File: config.mk
export PLATFORM = sky130hd
export DESIGN_NAME = cwake_detect
export DESIGN_NICKNAME = d
export VERILOG_FILES = /design/src/rtl/cwake_pkg.sv /design/src/rtl/cwake_sync.sv /design/src/rtl/cwake_filter.sv /design/src/rtl/cwake_seq.sv /design/src/rtl/cwake_detect.sv
export SDC_FILE = /design/constraint.sdc
export NUM_CORES = 1
export LEC_CHECK = 0
export BUFFER_PORTS_ARGS = -buffer_cell sky130_fd_sc_hd__buf_2
export CAP_MARGIN = 10
export CORE_ASPECT_RATIO = 0.8
export CORE_MARGIN = 10
export CORE_UTILIZATION = 45
export CTS_CLUSTER_DIAMETER = 40
export DETAILED_ROUTE_END_ITERATION = 8
export GPL_ROUTABILITY_DRIVEN = 1
export MAX_ROUTING_LAYER = met4
export PLACE_DENSITY_LB_ADDON = 0.12
export SETUP_SLACK_MARGIN = 0.3
export SYNTH_ARGS = -nofsm -noshare
export SYNTH_HDL_FRONTEND = slang
export SYNTH_SLANG_ARGS = --single-unit
File: constraint.sdc
create_clock -name clk_i -period 2.1 [get_ports clk_i]
set_clock_uncertainty 0.15 [all_clocks]
set_input_delay 0 -clock clk_i [delete_from_list [all_inputs] [get_ports clk_i]]
set_output_delay 0 -clock clk_i [all_outputs]
set_load 0.02 [all_outputs]
File: src/rtl/cwake_pkg.sv
package cwake_pkg;
  localparam int unsigned ST_W = 2;

  typedef enum logic [ST_W-1:0] {
    ST_IDLE = 2'd0,
    ST_DOM1 = 2'd1,
    ST_GAP  = 2'd2,
    ST_WOKE = 2'd3
  } wstate_e;
endpackage

File: src/rtl/cwake_sync.sv
module cwake_sync #(
  parameter int unsigned STAGES = 2
) (
  input  logic clk_i,
  input  logic rst_ni,
  input  logic d_i,
  output logic q_o
);
  logic [STAGES-1:0] sr_q;

  generate
    if (STAGES == 1) begin : g_one
      always_ff @(posedge clk_i or negedge rst_ni) begin
        if (!rst_ni) sr_q <= '0;
        else         sr_q <= d_i;
      end
    end else begin : g_chain
      always_ff @(posedge clk_i or negedge rst_ni) begin
        if (!rst_ni) sr_q <= '0;
        else         sr_q <= {sr_q[STAGES-2:0], d_i};
      end
    end
  endgenerate

  assign q_o = sr_q[STAGES-1];
endmodule

File: src/rtl/cwake_filter.sv
module cwake_filter #(
  parameter int unsigned FILT_CYC = 38
) (
  input  logic clk_i,
  input  logic rst_ni,
  input  logic s_i,
  output logic lvl_o,
  output logic rise_o,
  output logic fall_o
);
  localparam int unsigned CW = (FILT_CYC < 2) ? 1 : $clog2(FILT_CYC);
  localparam logic [CW-1:0] CNT_LAST = CW'(FILT_CYC - 1);

  logic [CW-1:0] cnt_q;
  logic          lvl_q, rise_q, fall_q;

  // level flips only after FILT_CYC samples that disagree with it
  always_ff @(posedge clk_i or negedge rst_ni) begin
    if (!rst_ni) begin
      cnt_q  <= '0;
      lvl_q  <= 1'b0;
      rise_q <= 1'b0;
      fall_q <= 1'b0;
    end else begin
      rise_q <= 1'b0;
      fall_q <= 1'b0;
      if (s_i == lvl_q) begin
        cnt_q <= '0;
      end else if (cnt_q == CNT_LAST) begin
        cnt_q  <= '0;
        lvl_q  <= s_i;
        rise_q <= s_i;
        fall_q <= ~s_i;
      end else begin
        cnt_q <= cnt_q + CW'(1);
      end
    end
  end

  assign lvl_o  = lvl_q;
  assign rise_o = rise_q;
  assign fall_o = fall_q;
endmodule

File: src/rtl/cwake_seq.sv
module cwake_seq
  import cwake_pkg::*;
#(
  parameter int unsigned WAKE_CYC = 10000
) (
  input  logic    clk_i,
  input  logic    rst_ni,
  input  logic    en_i,
  input  logic    uv_i,
  input  logic    rise_i,
  input  logic    fall_i,
  output wstate_e state_o
);
  localparam int unsigned WW = (WAKE_CYC < 2) ? 1 : $clog2(WAKE_CYC);
  localparam logic [WW-1:0] W_LAST = WW'(WAKE_CYC - 1);

  wstate_e       state_q, state_d;
  logic [WW-1:0] w_q, w_d;
  logic          last;

  assign last = (w_q == W_LAST);

  always_comb begin
    state_d = state_q;
    unique case (state_q)
      ST_IDLE: if (!uv_i && rise_i) state_d = ST_DOM1;
      ST_DOM1: begin
        if (uv_i || last) state_d = ST_IDLE;
        else if (fall_i)  state_d = ST_GAP;
      end
      ST_GAP: begin
        // completion beats expiry in the last window cycle
        if (uv_i)        state_d = ST_IDLE;
        else if (rise_i) state_d = ST_WOKE;
        else if (last)   state_d = ST_IDLE;
      end
      ST_WOKE: state_d = ST_WOKE;
      default: state_d = ST_IDLE;
    endcase
    if (!en_i) state_d = ST_IDLE;
  end

  always_comb begin
    if (en_i && (state_q == ST_DOM1 || state_q == ST_GAP)) w_d = w_q + WW'(1);
    else                                                    w_d = '0;
  end

  always_ff @(posedge clk_i or negedge rst_ni) begin
    if (!rst_ni) begin
      state_q <= ST_IDLE;
      w_q     <= '0;
    end else begin
      state_q <= state_d;
      w_q     <= w_d;
    end
  end

  assign state_o = state_q;
endmodule

File: src/rtl/cwake_detect.sv
module cwake_detect
  import cwake_pkg::*;
#(
  parameter int unsigned FILT_CYC    = 38,
  parameter int unsigned WAKE_CYC    = 10000,
  parameter int unsigned SYNC_STAGES = 2
) (
  input  logic            clk_i,
  input  logic            rst_ni,
  input  logic            det_en_i,
  input  logic            uv_i,
  input  logic            bus_dom_i,
  output logic            wake_req_o,
  output logic [ST_W-1:0] dbg_state_o
);
  logic    bus_s, lvl, rise, fall;
  wstate_e state;

  cwake_sync #(.STAGES(SYNC_STAGES)) i_sync (
    .clk_i (clk_i),
    .rst_ni(rst_ni),
    .d_i   (bus_dom_i),
    .q_o   (bus_s)
  );

  cwake_filter #(.FILT_CYC(FILT_CYC)) i_filter (
    .clk_i (clk_i),
    .rst_ni(rst_ni),
    .s_i   (bus_s),
    .lvl_o (lvl),
    .rise_o(rise),
    .fall_o(fall)
  );

  cwake_seq #(.WAKE_CYC(WAKE_CYC)) i_seq (
    .clk_i  (clk_i),
    .rst_ni (rst_ni),
    .en_i   (det_en_i),
    .uv_i   (uv_i),
    .rise_i (rise),
    .fall_i (fall & ~lvl),
    .state_o(state)
  );

  assign wake_req_o  = (state == ST_WOKE);
  assign dbg_state_o = state;
endmodule

=== Word level (Yosys, flattened, before mapping) ===
Cells that the tools add are included.

* Register bits: 27
* Bits of input ports: 5
* Output and inout bits: 3
* Word-level logic and storage cells: 45

* Add/sub/neg operators: 2
* Eq/ne operators: 9
* Multiplexer cells: 15
* Bitwise operators: 4
* Reductions and logical operators: 8

{| class="wikitable"
|+ Operators by type and width
! operator !! count
|-
| $add 14x1->14 const B || 1
|-
| $eq 14x14->1 const B || 1
|-
| $mux 14 || 1
|-
| $mux 2 || 7
|-
| $mux 6 || 2
|-
| $pmux 2 s4 || 1
|-
| $add 6x1->6 const B || 1
|-
| $eq 6x6->1 const B || 1
|-
| $ne 5x4->1 const B || 1
|-
| $eq 2x2->1 const B || 2
|-
| $mux 1 || 4
|-
| $ne 4x2->1 const B || 1
|-
| $ne 3x2->1 const B || 1
|-
| $not 1->1 || 3
|-
| $reduce_and 3->1 || 1
|-
| $eq 2x1->1 const B || 1
|-
| $logic_and 1x1->1 || 2
|-
| $logic_not 2->1 || 1
|-
| $logic_or 1x1->1 || 2
|-
| $reduce_and 2->1 || 1
|-
| $and 1x1->1 || 1
|-
| $eq 1x1->1 || 1
|-
| $logic_not 1->1 || 1
|}

=== Logic depth before layout (Yosys ltp) ===
Gate-level depths: netlist of the first run.

* Depth after elaboration: 6
* Mapped depth: 6
* Depth with buffers taken out: 6

=== Modules after synthesis ===
A second synthesis of the first run with hierarchy kept.

* Cell total of the unflattened synthesis: 128
* Area total of the unflattened synthesis: 1392.6 µm²

{| class="wikitable"
|+ Modules (own cells, without submodules)
! module !! instances !! cells an instance !! area each (µm²) !! sequential area each (µm²)
|-
| cwake_seq || 1 || 91 || 929.6 || 400.4
|-
| cwake_filter || 1 || 33 || 392.9 || 225.2
|-
| cwake_sync || 1 || 2 || 50.0 || 50.0
|-
| cwake_detect || 1 || 2 || 20.0 || 0.0
|}

=== Least setup slack after synthesis of the first run ===
No wires, ideal clock.

* Path kind: register to register
* From: register i_seq.state_q[1] (netlist: i_seq.state_o[1])
* To: register i_seq.state_q[1] (netlist: i_seq.state_o[1])
* Library setup time: 124 ps
* Arrival: 1612 ps
* Data required time: 1826 ps
* Setup slack: 214 ps
* Stages on the path, launching flop included: 7
* Path buffers: 0
* Period minus slack after synthesis: 1886 ps
* Cell sequence: dfrtp_1 inv_1 ha_1 nor2b_1 a221oi_2 o31ai_1 a211o_1

* Longest elaborated chain between the ends: 3
* Elaborated cells between the ends (all ways): 10
* Those cells by class: 6 x eq/ne; 2 x mux; 2 x reduce/logical

{| class="wikitable"
|+ Ends and longest elaborated chain
! item !! line !! RTL
|-
| start: declaration || cwake_seq.sv:17 || <nowiki>wstate_e state_q, state_d;</nowiki>
|-
| start signal: assignment || cwake_seq.sv:53 || <nowiki>state_q <= state_d;</nowiki>
|-
| $eq 2x2->1 (tied with other cells) || cwake_seq.sv:25 || <nowiki>unique case (state_q)</nowiki>
|-
| $ne 5x4->1 (no line) (tied with other cells) || n/a ||
|-
| $reduce_and 3->1 (no line) or $mux 2 (tied branches) || n/a ||
|}

Parallel ways exist; a longest one is shown, timed or not.
A chain may end at the register's enable or synchronous reset.

=== Worst setup path in the final report of the first run ===
* From: register i_seq.w_q[1]
* To: register i_seq.state_q[1] (netlist: i_seq.state_o[1])

* Longest elaborated chain between the ends: 5
* Elaborated cells between the ends (all ways): 8
* Those cells by class: 3 x eq/ne; 3 x mux; 2 x reduce/logical

{| class="wikitable"
|+ Ends and longest elaborated chain
! item !! line !! RTL
|-
| start: declaration || cwake_seq.sv:18 || <nowiki>logic [WW-1:0] w_q, w_d;</nowiki>
|-
| start signal: assignment || cwake_seq.sv:54 || <nowiki>w_q <= w_d;</nowiki>
|-
| $eq 14x14->1 * || cwake_seq.sv:21 || <nowiki>assign last = (w_q == W_LAST);</nowiki>
|-
| $logic_or 1x1->1 || cwake_seq.sv:28 || <nowiki>if (uv_i || last) state_d = ST_IDLE;</nowiki>
|-
| $mux 2 || cwake_seq.sv:28 ||
|-
| $pmux 2 s4 || cwake_seq.sv:25 ||
|-
| $mux 2 || cwake_seq.sv:40 || <nowiki>if (!en_i) state_d = ST_IDLE;</nowiki>
|}

Mark *: on every way between the ends. The rest lies on a longest branch, timed or not.

==> results of run 1 <==
[area by class of cell]
type / count / area (sq um) / share of cell area
clock buffers: 3 / 41.3 / 0.0251
clock inverters: 1 / 8.76 / 0.00532
inverters: 5 / 18.8 / 0.0114
multi-input cells: 94 / 738 / 0.448
flip-flops and latches: 27 / 678 / 0.412
well taps: 38 / 47.5 / 0.0289
repair buffers: 16 / 114 / 0.0691
[power by group through the flow]
stage	combinational, uW	clock [uW]	sequential, uW
2_1_floorplan	11.7	0	541
3_3_place_gp	28.8	0	542
3_5_place_dp	29.9	0	542
4_1_cts	34.7	322	532
5_1_grt	39.0	348	533
6_report	33.5	311	532
[cell usage in the layout, fill, tap and decap left out, drive strengths merged, types with 4 or more instances in the layout]
cell	count
and4	4
xor2	12
dfrtp	27
nand4	6
nand3	7
inv	6
buf	13
nor2	20
ha	7
nand2	8
[through the flow]
step / area, sq um / cells / setup slack (ns) / utilization / hold WS, ns
after CTS: 1590 / 183 / 0.302 / 0.561 / 0.0740
after floorplan: 1360 / 127 / 0.301 / - / -0.446
after global placement: 1450 / 172 / 0.294 / 0.512 / -0.115
after detailed placement: 1450 / 172 / 0.260 / 0.512 / -0.106
final: 1650 / 184 / 0.345 / 0.582 / 0.0955
after global routing: 1650 / 184 / 0.273 / 0.582 / 0.144
[worst max-delay path by stage]
stage	start	endpoint	slack (ns)	depth (start not counted)
5_1_grt	i_seq.w_q[1]$_DFF_PN0_	i_seq.state_o[1]$_DFFE_PN0P_	0.27	5
3_3_place_gp	i_seq.w_q[0]$_DFF_PN0_	i_seq.state_o[1]$_DFFE_PN0P_	0.29	5
3_5_place_dp	i_seq.state_o[1]$_DFFE_PN0P_	i_seq.state_o[1]$_DFFE_PN0P_	0.26	6
6_report	i_seq.w_q[1]$_DFF_PN0_	i_seq.state_o[1]$_DFFE_PN0P_	0.35	5
2_1_floorplan	i_seq.state_o[1]$_DFFE_PN0P_	i_seq.state_o[1]$_DFFE_PN0P_	0.30	6
4_1_cts	i_seq.state_o[1]$_DFFE_PN0P_	i_seq.state_o[1]$_DFFE_PN0P_	0.30	6
[sequential cells by signal, summed over array words and instances, names as in the netlist]
signal and flops:
i_filter.rise_o 1, i_filter.fall_o 1, i_seq.w_q 14, i_filter.cnt_q 6, i_sync.sr_q 2, i_seq.state_o 2
i_filter.lvl_o 1
[kinds of logic (layout without fill, tap and decap cells)]
| group | after synthesis | count (layout) | share of synthesized area |
|---|---|---|---|
| AO/OA/AOI/OAI | 12 | 12 | 0.0738 |
| flip-flops | 27 | 27 | 0.498 |
| AND/OR/NAND/NOR | 59 | 59 | 0.242 |
| XOR/XNOR | 15 | 15 | 0.0969 |
| multiplexers | 1 | 1 | 0.00830 |
| buffers and inverters | 6 | 25 | 0.0166 |
| adder cells (fa/ha/maj) | 7 | 7 | 0.0646 |
[metal layers]
| metal | up-vias | global-route usage |
|---|---|---|
| met4 | 0 | 0.0171 |
| met5 | - | - |
| met2 | 12 | 0.145 |
| li1 | 486 | - |
| met3 | 2 | 0.0375 |
| met1 | 473 | 0.122 |
[critical path, stage by stage (launching register included)]
cell	delay, ns
dfrtp_1	0.43
ha_4	0.19
and4_4	0.19
and4_4	0.17
o31a_1	0.29
a211o_1	0.22
[repair_timing]
action / CTS / global route
pin swaps: 2 / 4
buffers inserted: 4 / 1
hold buffers: 3 / 0
setup endpoints to repair: 2 / 3
cloned: 0 / 0
resized for setup: 8 / 9
hold endpoints to repair: 31 / 0
==> impl_metrics.json, run 1 <==
{
  "io_buffers": 7,
  "antennaDiodeCount": 0,
  "status": "finished clean",
  "period_needed_ns": 1.75,
  "yosys.area.top_type_share": 0.498,
  "avgSynthCellArea_sq_um": 10.7,
  "wl_per_cell_microns": 13.6,
  "ir_drop_mv": 0.453,
  "fmax_mhz": 570,
  "clk_pin_slew_ns": 0.10,
  "r2r_slack_ns": 0.35,
  "die_x_microns": 81.4,
  "dr.pass1.iters": 4,
  "yosysSeqAreaShare": 0.498,
  "slew_headroom": 0.613,
  "fillCellCount": 236,
  "grt_pass1_wl_microns": 4360,
  "yosysMostFrequentCell": "dfrtp_1",
  "critPathRequiredTime_ns": 2.12,
  "period_share": 0.836,
  "synth_area_leaders": "dfrtp_1 (50%), xor2_1 (7.7%), ha_1 (6.5%)",
  "path_max_fanout": 4,
  "dieArea_sq_um": 5620,
  "intPower_uw": 678,
  "htree_levels": 1,
  "ys_types": 34,
  "drt_iter0_markers": 39,
  "drc": 0,
  "rr_worst_depth": 5,
  "grt_setup_unrepaired": "yes",
  "cts_buffer_depth": 2,
  "dp_hpwl_microns": 1770,
  "clock_latency_ns": 0.27,
  "wl_met1_microns": 1190,
  "vias": 973,
  "synth_edf_count": 0,
  "die_h_microns": 69.1,
  "async_flop_share": 1.00,
  "routed_wirelength_microns": 2510,
  "synth_common_cells": "dfrtp_1 (27), nor2_1 (20), xor2_1 (12)",
  "yosys_warnings": 0,
  "arrival_ns": 1.77,
  "routabilityCongestion": 0.783,
  "final_nets": 159,
  "grt_pass1_vias": 978,
  "cts_sinks": 27,
  "cts_root_buf": "clkbuf_8",
  "ys_ff_latch": 27,
  "combPwrFrac": 0.038,
  "antenna_found_initial": 0,
  "hold_viol_final": 0,
  "worst_pin_slew_ns": 0.581,
  "maxCapViolCount": 0,
  "ios": 8,
  "via_per_inst": 5.29,
  "grt_max_degree": 28,
  "cts_tree": "built",
  "switching_share": 0.226,
  "switchingPower_uw": 199,
  "ant_nets": 0,
  "track_usage": 0.0970,
  "power_uw": 877,
  "p_per_area_nw_per_um2": 533,
  "p_leak_uw": 0.000730,
  "reg2reg_to": "i_seq.state_o[1]$_DFFE_PN0P_",
  "endpoint_kind": "flip-flop",
  "start_util": 0.479,
  "worst_r2r_startpoint": "i_seq.w_q[1]$_DFF_PN0_",
  "ys.flop_type": "dfrtp_1",
  "crit_type": "reg2reg",
  "cts_buffers": 3,
  "core-area_sq_um": 2830,
  "maxSlewViolCount": 0,
  "fp-row-count": 17,
  "synth_area_sq_um": 1360,
  "holdCritPathClass": "in2async",
  "netlist_instances": 127,
  "wl_met3_microns": 124,
  "highest_layer": "met4",
  "finalSetupViolations": 0,
  "grt.overflow.total": 0,
  "clockPowerShare": 0.355,
  "syn_nets": 139,
  "pwr-share-seq": 0.607,
  "met2_length_microns": 1190,
  "drive_above_1_share": 0.226,
  "area_growth_pct": 21.4,
  "synth_area_leader_cell": "dfrtp_1",
  "tns_ns": 0,
  "critPathLaunchType": "flip-flop"
}
No activity file was read; power rests on OpenSTA's default activity.
==> inputs of run 2 (changes only) <==
Settings changed: ABC_AREA set to 1.
Clock period 2.1 ns to 1.75 ns, I/O delays scaled along.
==> run 2 against run 1 <==
- cell area is 3.5% higher
- critical path type unchanged
- sequential power is 28% higher
- via count is 16% higher
- largest cell class unchanged
- count of clock-buffer cells in the layout stayed put
- global-route usage is 0.40 points higher
- clock power is 12% higher
- critical endpoint is now i_seq.w_q[10]$_DFF_PN0_
- highest routed layer unchanged
- synthesized area is 4.3% higher
- sequential cell count stayed put
==> impl_metrics.json, run 2 <==
{
  "status": "finished clean",
  "clk_pin_slew_ns": 0.09,
  "ys.flop_type": "dfrtp_1",
  "core-area_sq_um": 3060,
  "yosys_warnings": 0,
  "grt_setup_unrepaired": "yes",
  "worst_pin_slew_ns": 0.583,
  "top_register": "i_seq.w_q",
  "mostFrequentLayoutCells": "nand2_1 (27), dfrtp_1 (25), inv_1 (21), nor2_1 (21), a21oi_1 (11)",
  "htree_levels": 1,
  "combPwrFrac": 0.215,
  "ios": 8,
  "track_usage": 0.101,
  "period_needed_ns": 1.58,
  "power_uw": 1310,
  "p_per_area_nw_per_um2": 770,
  "yosysMostFrequentCell": "nand2_1",
  "cts_sinks": 27,
  "final_nets": 204,
  "globalRouteMet1Util": 0.124,
  "grt_util_met3": 0.0307,
  "worstPathCellList": "ha_2 > nand3_4 > nor2_2 > nand2_1 > nor2_2 > nand2_2 > clkinv_2 > nand2_1 > a21oi_1",
  "intPower_uw": 924,
  "final_common_cell": "nand2_1",
  "placed_area_sq_um": 1520,
  "cp_slowest_stage_delay_ns": 0.36,
  "start_util": 0.462,
  "dp_hpwl_microns": 1910,
  "avgSynthCellArea_sq_um": 8.42,
  "ys_types": 26,
  "path_max_fanout": 4,
  "pwr-share-seq": 0.520,
  "antenna_found_initial": 0,
  "synth_edf_count": 0,
  "clock_latency_ns": 0.27,
  "wl_per_cell_microns": 11.3,
  "dieArea_sq_um": 5800,
  "maxCapViolCount": 0,
  "p_leak_uw": 0.000781,
  "cts_tree": "built",
  "cts_buffers": 3,
  "yosysSeqAreaShare": 0.477,
  "fillCellCount": 280,
  "ir_drop_mv": 0.526,
  "drc": 0,
  "maxSlewViolCount": 0,
  "area_growth_pct": 20.4,
  "holdCritPathClass": "in2async",
  "largest_reg_flops": 14,
  "slew_headroom": 0.611,
  "clockPowerShare": 0.265,
  "grt_pass1_wl_microns": 4660,
  "arrival_ns": 1.63,
  "dr.pass1.iters": 4,
  "synth-compound-area-share": 0.0752,
  "grt_pass1_vias": 1090,
  "drive_above_1_share": 0.230,
  "met2_usage": 0.152,
  "fmax_mhz": 635,
  "grt-busiest-layer": "met2",
  "synth_area_sq_um": 1420,
  "cp_slowest_cell": "dfrtp_1",
  "io_buffers": 7,
  "synth_common_cells": "nand2_1 (29), dfrtp_1 (27), inv_1 (22), nor2_1 (22), a21oi_1 (11)",
  "routabilityCongestion": 0.894,
  "fin_area_sq_um": 1700,
  "synth-adder-area-share": 0.0619,
  "antennaDiodeCount": 0,
  "synth_mux_area_frac": 0,
  "via_per_inst": 4.87,
  "timing.hold.ws_ns": 0.107,
  "cts_buffer_depth": 2,
  "crit_type": "reg2reg",
  "routed_wirelength_microns": 2620,
  "vias": 1125,
  "netlist_instances": 168,
  "cts_root_buf": "clkbuf_8",
  "critPathRequiredTime_ns": 1.80,
  "grt_max_degree": 28,
  "ant_nets": 0,
  "endpoint_kind": "flip-flop",
  "synth_xor_area_frac": 0.0124,
  "period_share": 0.900,
  "die_x_microns": 82.7,
  "hold_viol_final": 0,
  "synth_area_leaders": "dfrtp_1 (48%), nand2_1 (7.7%), ha_1 (6.2%)",
  "seq_area_sq_um": 678,
  "fp-row-count": 18,
  "critPathLaunchType": "flip-flop",
  "ys_ff_latch": 27,
  "die_h_microns": 70.2,
  "async_flop_share": 1.00,
  "tns_ns": 0,
  "synth-simple-area-share": 0.294,
  "synth_top_family_by_area": "simple AND/OR/NAND/NOR gates",
  "multiInputGateArea_sq_um": 679,
  "grt.overflow.total": 0,
  "yosys.area.top_type_share": 0.477,
  "switching_share": 0.296,
  "reg_top3": "i_seq.w_q x14, i_filter.cnt_q x6",
  "syn_nets": 180,
  "synth_area_leader_cell": "dfrtp_1",
  "drt_iter0_markers": 57,
  "switchingPower_uw": 389,
  "finalSetupViolations": 0
}
[run 2: changes by cell type after synthesis, moves of 4 or more]
cell | before | now
a21oi_1 | 2 | 11
inv_1 | 5 | 22
nand2_1 | 8 | 29
nor3_1 | 2 | 8
o21ai_0 | 1 | 5
xor2_1 | 12 | 1
[run 2: per-layer routing]
metal  vias up  routed length, microns  part of all wire
li1        581                       -                 -
met1       517                    1240              0.47
met2        23                    1210              0.46
met3         4                     138             0.053
met4         0                      29             0.011
met5         -                       0                 0
[run 2: critical path, delay by kind of cell, from the launching register on]
family                     cells  cell delay [ns]
and+or+nand+nor                6             0.55
adders and majority gates      1             0.23
AOI/OAI and AO/OA              1             0.14
buffers and inverters          1             0.07
DFF                            1             0.36
[run 2: power groups by stage]
stage,Clock (uW),Combinational [uW],Sequential (uW)
floorplan,0,157,708
global placement,0,245,696
finish,347,282,683
detailed placement,0,249,699
CTS,362,277,683
global route,393,321,688
[run 2: logic make-up after synthesis]
logic type                 Yosys count
AOI/OAI and AO/OA                   20
buffers and inverters               26
and+or+nand+nor                     86
adders and majority gates            7
DFF                                 27
xor gates and xnor gates             2
[run 2: what timing repair did]
item,CTS,global route
resized for setup,5,7
buffers inserted,6,1
hold endpoints to repair,33,0
hold buffers,4,0
setup endpoints to repair,12,16
pin swaps,1,2
[run 2: layout make-up]
class / instances / share of cell area
tap: 40 / 0.0294
clock inverter: 1 / 0.00294
clock buffer: 3 / 0.0242
inverter: 26 / 0.0675
sequential: 27 / 0.398
multi-input combinational: 115 / 0.399
timing repair buffer: 19 / 0.0793
[run 2: path summary, 6_finish.rpt]
path / depth (start not counted) / to / from / slack (ns)
worst min-delay path: 2 / i_seq.state_o[1]$_DFFE_PN0P_ / rst_ni / 0.11
max in group asynchronous: 2 / i_seq.state_o[0]$_DFFE_PN0P_ / rst_ni / 0.93
worst max-delay path: 9 / i_seq.w_q[10]$_DFF_PN0_ / i_seq.w_q[0]$_DFF_PN0_ / 0.17
min in group clk_i: 2 / i_sync.sr_q[0]$_DFF_PN0_ / bus_dom_i / 0.21
worst min register to register: 0 / i_sync.sr_q[1]$_DFF_PN0_ / i_sync.sr_q[0]$_DFF_PN0_ / 0.22
worst max register to register: 9 / i_seq.w_q[10]$_DFF_PN0_ / i_seq.w_q[0]$_DFF_PN0_ / 0.17
[run 2: through the flow]
stage	setup WS, ns	std cells	utilization
3_5_place_dp	0.147	216	0.495
4_1_cts	0.204	230	0.542
2_1_floorplan	0.285	168	-
3_3_place_gp	0.210	216	0.495
5_1_grt	0.0702	231	0.556
6_report	0.175	231	0.556
==> inputs of run 3 (changes only) <==
Settings changed: GPL_TIMING_DRIVEN set to 0.
==> run 3 against run 2 <==
- maximum frequency increased by 1.9%
- combinational power increased by 27%
- routed wire length increased by 7.9%
- sequential share of layout area decreased by 2.9 points
- critical path type unchanged
- register-to-register slack improved by 0.03 ns
- non-clock buffer count increased by 9
- die area unchanged
- utilization increased by 4.5 points
- via count increased by 5.1%
- final cell count increased by 3.9%
- sequential power increased by 1%
- sequential cell count unchanged
==> impl_metrics.json, run 3 (synthesis results as in run 2) <==
{
  "status": "finished clean",
  "antennaDiodeCount": 0,
  "dr.pass1.iters": 4,
  "drc": 0,
  "grt_pass1_vias": 1091,
  "dieArea_sq_um": 5800,
  "intPower_uw": 977,
  "switchingPower_uw": 418,
  "reg_top3": "i_seq.w_q x14, i_filter.cnt_q x6",
  "met2_usage": 0.160,
  "grt_pass1_wl_microns": 4620,
  "fmax_mhz": 647,
  "die_h_microns": 70.2,
  "routed_wirelength_microns": 2830,
  "worstPathCellList": "ha_4 > nand3_4 > nor2_4 > nand2_2 > nor2_4 > buf_4 > a21oi_1 > nor3_1",
  "placed_area_sq_um": 1510,
  "finalSetupViolations": 0,
  "maxSlewViolCount": 0,
  "endpoint_kind": "flip-flop",
  "period_share": 0.884,
  "grt_max_degree": 28,
  "hold_viol_final": 0,
  "path_max_fanout": 3,
  "top_register": "i_seq.w_q",
  "core-area_sq_um": 3060,
  "crit_type": "reg2reg",
  "globalRouteMet1Util": 0.114,
  "ios": 8,
  "grt_util_met3": 0.0371,
  "crit_top_cell": "nor2_4",
  "tns_ns": 0,
  "area_growth_pct": 30.2,
  "path_delay_family": "simple AND/OR/NAND/NOR gates",
  "critPathBufInv": 1,
  "antenna_found_initial": 0,
  "start_util": 0.462,
  "mostFrequentLayoutCells": "nand2_1 (26), dfrtp_1 (24), nor2_1 (21)",
  "io_buffers": 7,
  "r2r_slack_ns": 0.20,
  "grt-busiest-layer": "met2",
  "final_common_cell": "nand2_1",
  "arrival_ns": 1.58,
  "maxCapViolCount": 0,
  "final_nets": 213,
  "cts_buffers": 3,
  "timing.hold.ws_ns": 0.107,
  "combPwrFrac": 0.257,
  "dp_hpwl_microns": 1930,
  "pwr-share-seq": 0.496,
  "cts_tree": "built",
  "ant_nets": 0,
  "routabilityCongestion": 0.762,
  "grt.overflow.total": 0,
  "critPathLaunchType": "flip-flop",
  "critPathRequiredTime_ns": 1.78,
  "drive_above_1_share": 0.300,
  "grt_setup_unrepaired": "yes",
  "worst_pin_slew_ns": 0.601,
  "clock_latency_ns": 0.27,
  "fp-row-count": 18,
  "largest_reg_flops": 14,
  "cts_sinks": 27,
  "die_x_microns": 82.7,
  "track_usage": 0.100,
  "fillCellCount": 283,
  "clockPowerShare": 0.247,
  "vias": 1182,
  "holdCritPathClass": "in2async",
  "switching_share": 0.299,
  "via_per_inst": 4.93,
  "htree_levels": 1,
  "cp_slowest_cell": "dfrtp_1",
  "ir_drop_mv": 0.538,
  "cp_slowest_stage_delay_ns": 0.41,
  "wl_per_cell_microns": 11.8,
  "slew_headroom": 0.599,
  "cts_root_buf": "clkbuf_8",
  "p_leak_uw": 0.000860,
  "drt_iter0_markers": 36,
  "p_per_area_nw_per_um2": 757,
  "fin_area_sq_um": 1840,
  "period_needed_ns": 1.55,
  "clk_pin_slew_ns": 0.09,
  "cts_buffer_depth": 2
}
run 3: through the flow:
step,utilization,power (uW),std cells,setup WS [ns]
floorplan,-,865,168,0.285
global placement,0.493,926,215,0.148
detailed placement,0.493,940,215,0.112
CTS,0.546,1330,229,0.184
global route,0.602,1490,240,0.0920
finish,0.602,1390,240,0.204
run 3: layout make-up:
| class | instances | area (sq um) | area share |
|---|---|---|---|
| flip-flops and latches | 27 | 679 | 0.369 |
| clock buffers | 4 | 45.0 | 0.0244 |
| multi-input cells | 115 | 741 | 0.402 |
| repair buffers | 28 | 210 | 0.114 |
| well taps | 40 | 50.0 | 0.0272 |
| inverters | 26 | 118 | 0.0638 |
run 3: power groups by stage:
stage	logic (uW)	clock network, uW	registers [uW]
6_report	358	344	692
5_1_grt	400	391	697
3_5_place_dp	241	0	699
2_1_floorplan	157	0	708
3_3_place_gp	229	0	697
4_1_cts	281	362	684
run 3: worst paths after layout:
path,start,endpoint,cells after the start
min in group clk_i,i_sync.sr_q[0]$_DFF_PN0_,i_sync.sr_q[1]$_DFF_PN0_,0
worst min register to register,i_sync.sr_q[0]$_DFF_PN0_,i_sync.sr_q[1]$_DFF_PN0_,0
worst min-delay path,rst_ni,i_filter.lvl_o$_DFFE_PN0P_,2
worst max-delay path,i_seq.w_q[1]$_DFF_PN0_,i_seq.w_q[8]$_DFF_PN0_,8
worst max register to register,i_seq.w_q[1]$_DFF_PN0_,i_seq.w_q[8]$_DFF_PN0_,8
max in group asynchronous,rst_ni,i_seq.w_q[6]$_DFF_PN0_,2
run 3: routing by layer:
layer	wire length [microns]	up-vias
met4	34	0
met1	1250	542
met2	1390	27
met3	157	4
li1	-	609
met5	0	-
run 3: timing repair:
action | CTS | global route
endpoints found under the hold margin | 37 | 0
hold buffers | 4 | 0
pin swaps | 7 | 10
setup buffers | 6 | 11
gates resized for setup | 9 | 20
setup endpoints to repair | 12 | 19
